$ cat src/rtl/cmp_pkg.sv
package cmp_pkg;
  typedef struct packed {
    logic n;
    logic z;
    logic c;
    logic v;
  } flags_t;

  typedef enum logic [3:0] {
    C_EQ = 4'd0,  C_NE = 4'd1,  C_CS = 4'd2,  C_CC = 4'd3,
    C_MI = 4'd4,  C_PL = 4'd5,  C_VS = 4'd6,  C_VC = 4'd7,
    C_HI = 4'd8,  C_LS = 4'd9,  C_GE = 4'd10, C_LT = 4'd11,
    C_GT = 4'd12, C_LE = 4'd13, C_AL = 4'd14, C_NV = 4'd15
  } cond_e;
endpackage

$ cat src/rtl/cmp_subtract.sv
module cmp_subtract
  import cmp_pkg::*;
#(
  parameter int WIDTH = 8
) (
  input  logic [WIDTH-1:0] a_i,
  input  logic [WIDTH-1:0] b_i,
  output flags_t           flags_o
);
  localparam int MSB = WIDTH - 1;

  logic [WIDTH:0]   wide;
  logic [WIDTH-1:0] diff;

  always_comb begin
    wide      = {1'b0, a_i} - {1'b0, b_i};
    diff      = wide[MSB:0];
    flags_o.n = diff[MSB];
    flags_o.z = (diff == '0);
    flags_o.c = ~wide[WIDTH];
    flags_o.v = (a_i[MSB] ^ b_i[MSB]) & (diff[MSB] ^ a_i[MSB]);
  end
endmodule

$ cat src/rtl/cmp_flag_reg.sv
module cmp_flag_reg
  import cmp_pkg::*;
(
  input  logic   clk,
  input  logic   rst,
  input  logic   load_i,
  input  flags_t d_i,
  output flags_t q_o
);
  always_ff @(posedge clk) begin
    if (rst)         q_o <= '0;
    else if (load_i) q_o <= d_i;
  end

  assert_hold_R2: assert property (@(posedge clk) disable iff (rst)
    !load_i |=> $stable(q_o));
  assert_load_R2: assert property (@(posedge clk) disable iff (rst)
    load_i |=> (q_o == $past(d_i)));
endmodule

$ cat src/rtl/cmp_cond_eval.sv
module cmp_cond_eval
  import cmp_pkg::*;
(
  input  flags_t     f_i,
  input  logic [3:0] sel_i,
  output logic       take_o
);
  logic nv_same;

  always_comb begin
    nv_same = (f_i.n == f_i.v);
    unique case (cond_e'(sel_i))
      C_EQ: take_o = f_i.z;
      C_NE: take_o = ~f_i.z;
      C_CS: take_o = f_i.c;
      C_CC: take_o = ~f_i.c;
      C_MI: take_o = f_i.n;
      C_PL: take_o = ~f_i.n;
      C_VS: take_o = f_i.v;
      C_VC: take_o = ~f_i.v;
      C_HI: take_o = f_i.c & ~f_i.z;
      C_LS: take_o = ~f_i.c | f_i.z;
      C_GE: take_o = nv_same;
      C_LT: take_o = ~nv_same;
      C_GT: take_o = ~f_i.z & nv_same;
      C_LE: take_o = f_i.z | ~nv_same;
      C_AL: take_o = 1'b1;
      default: take_o = 1'b0;
    endcase
  end

  always_comb begin
    if (sel_i == 4'd14) assert_always_R9: assert (take_o);
    if (sel_i == 4'd15) assert_never_R9: assert (!take_o);
  end
endmodule

$ cat src/rtl/branch_cond_unit.sv
module branch_cond_unit
  import cmp_pkg::*;
#(
  parameter int WIDTH = 8
) (
  input  logic             clk,
  input  logic             rst,
  input  logic             cmp_go,
  input  logic [WIDTH-1:0] opnd_a,
  input  logic [WIDTH-1:0] opnd_b,
  input  logic [3:0]       cond_sel,
  output logic [3:0]       flags_o,
  output logic             take_o
);
  flags_t next_f;
  flags_t cur_f;

  cmp_subtract #(.WIDTH(WIDTH)) u_sub (
    .a_i(opnd_a), .b_i(opnd_b), .flags_o(next_f)
  );

  cmp_flag_reg u_reg (
    .clk(clk), .rst(rst), .load_i(cmp_go), .d_i(next_f), .q_o(cur_f)
  );

  cmp_cond_eval u_eval (
    .f_i(cur_f), .sel_i(cond_sel), .take_o(take_o)
  );

  assign flags_o = cur_f;

  assert_reset_R1: assert property (@(posedge clk)
    rst |=> (flags_o == 4'b0000));
  assert_zero_R3: assert property (@(posedge clk) disable iff (rst)
    cmp_go |=> (flags_o[2] == ($past(opnd_a) == $past(opnd_b))));
  assert_carry_R4: assert property (@(posedge clk) disable iff (rst)
    cmp_go |=> (flags_o[1] == ($past(opnd_a) >= $past(opnd_b))));
endmodule

$ cat config.mk
export PLATFORM = sky130hd
export DESIGN_NAME = branch_cond_unit
export DESIGN_NICKNAME = d
export VERILOG_FILES = /design/src/rtl/cmp_pkg.sv /design/src/rtl/cmp_subtract.sv /design/src/rtl/cmp_flag_reg.sv /design/src/rtl/cmp_cond_eval.sv /design/src/rtl/branch_cond_unit.sv
export SDC_FILE = /design/constraint.sdc
export NUM_CORES = 1
export LEC_CHECK = 0
export BUFFER_PORTS_ARGS = -buffer_cell sky130_fd_sc_hd__buf_2
export CAP_MARGIN = 15
export CELL_PAD_IN_SITES_DETAIL_PLACEMENT = 0
export CELL_PAD_IN_SITES_GLOBAL_PLACEMENT = 1
export CORE_MARGIN = 2
export CORE_UTILIZATION = 33
export CTS_BUF_LIST = sky130_fd_sc_hd__clkbuf_16
export CTS_CLUSTER_SIZE = 10
export DETAILED_ROUTE_END_ITERATION = 10
export PLACE_DENSITY_LB_ADDON = 0.05
export RECOVER_POWER = 50
export SKIP_LAST_GASP = 1
export SYNTH_ARGS = -nofsm -noshare
export SYNTH_HDL_FRONTEND = slang
export SYNTH_SLANG_ARGS = --single-unit
$ cat constraint.sdc
create_clock -name clk -period 1.95 [get_ports clk]
set_clock_uncertainty 0.1 [all_clocks]
set_input_delay 0.195 -clock clk [delete_from_list [all_inputs] [get_ports clk]]
set_output_delay 0.195 -clock clk [all_outputs]
set_load 0.005 [all_outputs]
==> run metrics <==
status=finished clean; Crit Path Category=reg -> out; antenna-violating nets left=0; per-cell routed wire length=9.85 microns; R2R setup slack=about 1.1 ns; ratio of cells with drive above 1 in the final layout=28.8%; CTS tree=built; number of global-route vias before repair=607; num rows=16; largest net degree at the start of global routing=9; final-layout fill cell count=~220; # diodes=0; WL final=1.50 mm; internal power=457 uW; Synth Instances=95; Die Wd=around 50 microns; max reg flops=4; crit start category=flop; antenna violations before repair=0; Post-Layout Inst Area=about 950 sq um; Iteration-0 DRC Markers=5; Sequential Power Share=roughly 15%; Setup Viol. Count Final=0; fin. max-slew vios=0; fin crit share=92.6%; Global Route Usage Sum=13.1%; drt first pass iters=4; DR vias=726; Slew @ Worst Pin=roughly 0.25 ns; IO Count=28; Post-DP HPWL=1.24 mm; Pwr Density=661 nW/um^2; synthesized area per cell=7.35 sq um; Area Growth Syn to Fin=35.8%; # hold bufs at CTS=0; static leakage=around 0.47 nW; Clock power frac=50.9%; top_reg_cell synth=dfxtp_1; total gr overflow=0; Hold Crit Class=in -> reg; Die ar.=2500 sq um; power share of the combinational group=33.9%; largest register by flop count=u_reg.q_o; Final nets=159; R2R cell count=2; final hold vios=0; Unique masters post-synth=32; maximum vdd ir drop=0.451 mV; data arrival time of the critical path=1.51 ns; Psw=169 uW; area leader, netlist=ha_1; core area=approximately 2000 sq um; crit path time final=1.81 ns; routability cong.=0.718; initial core utilization=35.2%; CTS clk-pin slew, worst paths=0.03 ns; Compound-Gate Fraction of Synth Area=25.8%; Post-Synth Adder-Cell Area=17.2%; Resized cells post-CTS=0; simple-gate share of the synthesized area=between 20% and 30%; Power Total=approximately 630 uW; Max Fanout on Critical Path=4; Post-synth EDFFs=0; CTS Buffer Depth=2; f_max=554 MHz; Post-CTS Setup Bufs=0; multiplexer share of the synthesized area=under 10%; clk root buf=clkbuf_16; CTS buffer count=3; max_cap viols=0; Post-synth ARST share=0%; worst skew pair latency=between 0.2 and 0.25 ns; Sw Share=between 20% and 30%; H-tree levels=1; main combinational cell family by area after synthesis=compound AO/OA/AOI/OAI gates; Critical Path Sink=take_o; mapped cell area=698 sq um; final core occ=47.9%; first-pass GRT wire length=2.56 mm; Slew HR=~83%; data required time of the worst path=between 1.5 and 2 ns; top-area cell type share of the netlist area=14.3%; DP Area=875 sq um; clock sinks=4; Post-route DRC=0; Critical Path End Type=primary output; top post-synthesis cells by count=13 x inv_1, 13 x nor2_1, 8 x a21oi_1, 8 x ha_1, 7 x xnor2_1; PortBufs=27; flops & latches, synth=4; Reg-to-Reg End=u_reg.q_o[1]; synthesis warning total=0; Vert. Die Dim=50.0 microns; Synth Net Count=between 100 and 150; biggest regs=u_reg.q_o: 4 flops; Via-to-Cell Ratio=4.78; XOR/XNOR Fraction of Synth Area=11.3%; CP Launch Point=u_reg.q_o[0]; leading post-synthesis cells by cell area=ha_1 14%, dfxtp_1 11%, xnor2_1 8.8%; register area share after synthesis=11.5%; worst r2r src=u_reg.q_o[1]; WHS=0.0944 ns; RSZ-0062 raised after global routing=no
-- stage by stage --
step                      TNS, ns  std cells  setup slack, ns
after floorplan                 0         95            0.178
after global placement          0        149           0.0339
after detailed placement  -0.0181        149          -0.0181
after CTS                       0        152            0.149
after global routing            0        152           0.0249
final                           0        152            0.145
-- power by group through the flow --
stage	combinational, mW	sequential (mW)	clock, mW
detailed placement	0.213	0.0962	0
floorplan	0.151	0.0954	0
CTS	0.215	0.0951	0.320
global placement	0.213	0.0959	0
global route	0.242	0.0965	0.325
finish	0.213	0.0951	0.319
-- per-layer routing --
metal | GRT usage, % | share of wire (%) | wire length, microns
met1 | 17.9 | 51 | 759
met2 | 19.5 | 43 | 645
met3 | 2.73 | 4.9 | 74
met4 | 5.56 | 1.1 | 17
met5 | 0 | 0 | 0
-- layout by cell type, fill, tap and decap left out, types with 2 or more instances in the layout --
master	instances
xor2_1	2
nor3_1	2
ha_1	8
nor2_1	13
mux2i_1	3
o21ai_0	4
inv_1	13
nand2b_1	5
a21oi_1	8
nand2_1	2
buf_2	26
o21a_1	3
nor4_1	2
clkbuf_16	3
dfxtp_1	4
buf_4	2
xnor2_1	7
-- worst max-delay path, stage by stage (launching register included) --
cell     delay (ns)
dfxtp_1        0.40
xnor2_1        0.16
mux2i_1        0.12
o31ai_1        0.21
nand2_1        0.10
a22oi_1        0.17
buf_2          0.14
-- worst min-delay path by stage --
stage | depth (start not counted) | start | to | slack, ns
after floorplan | 1 | rst | u_reg.q_o[1] | 0.17
final | 2 | rst | u_reg.q_o[1] | 0.09
after global routing | 2 | rst | u_reg.q_o[1] | 0.13
after detailed placement | 2 | rst | u_reg.q_o[1] | 0.33
after global placement | 2 | rst | u_reg.q_o[1] | 0.32
after CTS | 2 | rst | u_reg.q_o[1] | 0.1
-- cell families after synthesis --
family,count (synthesis)
simple gates,30
compound gates,25
buf+inv,15
xor+xnor,9
fa+ha+maj,9
flops,4
mux,3
-- layout make-up --
cell class / instances / area, sq um / share of cell area, %
Timing Repair Buffer: 29 / 149 / 15.7
Clock buffer: 3 / 75.1 / 7.92
Multi-Input combinational cell: 76 / 562 / 59.2
Sequential cell: 4 / 80.1 / 8.44
Tap cell: 27 / 33.8 / 3.56
Inverter: 13 / 48.8 / 5.15
No activity file was read; power rests on OpenSTA's default activity.
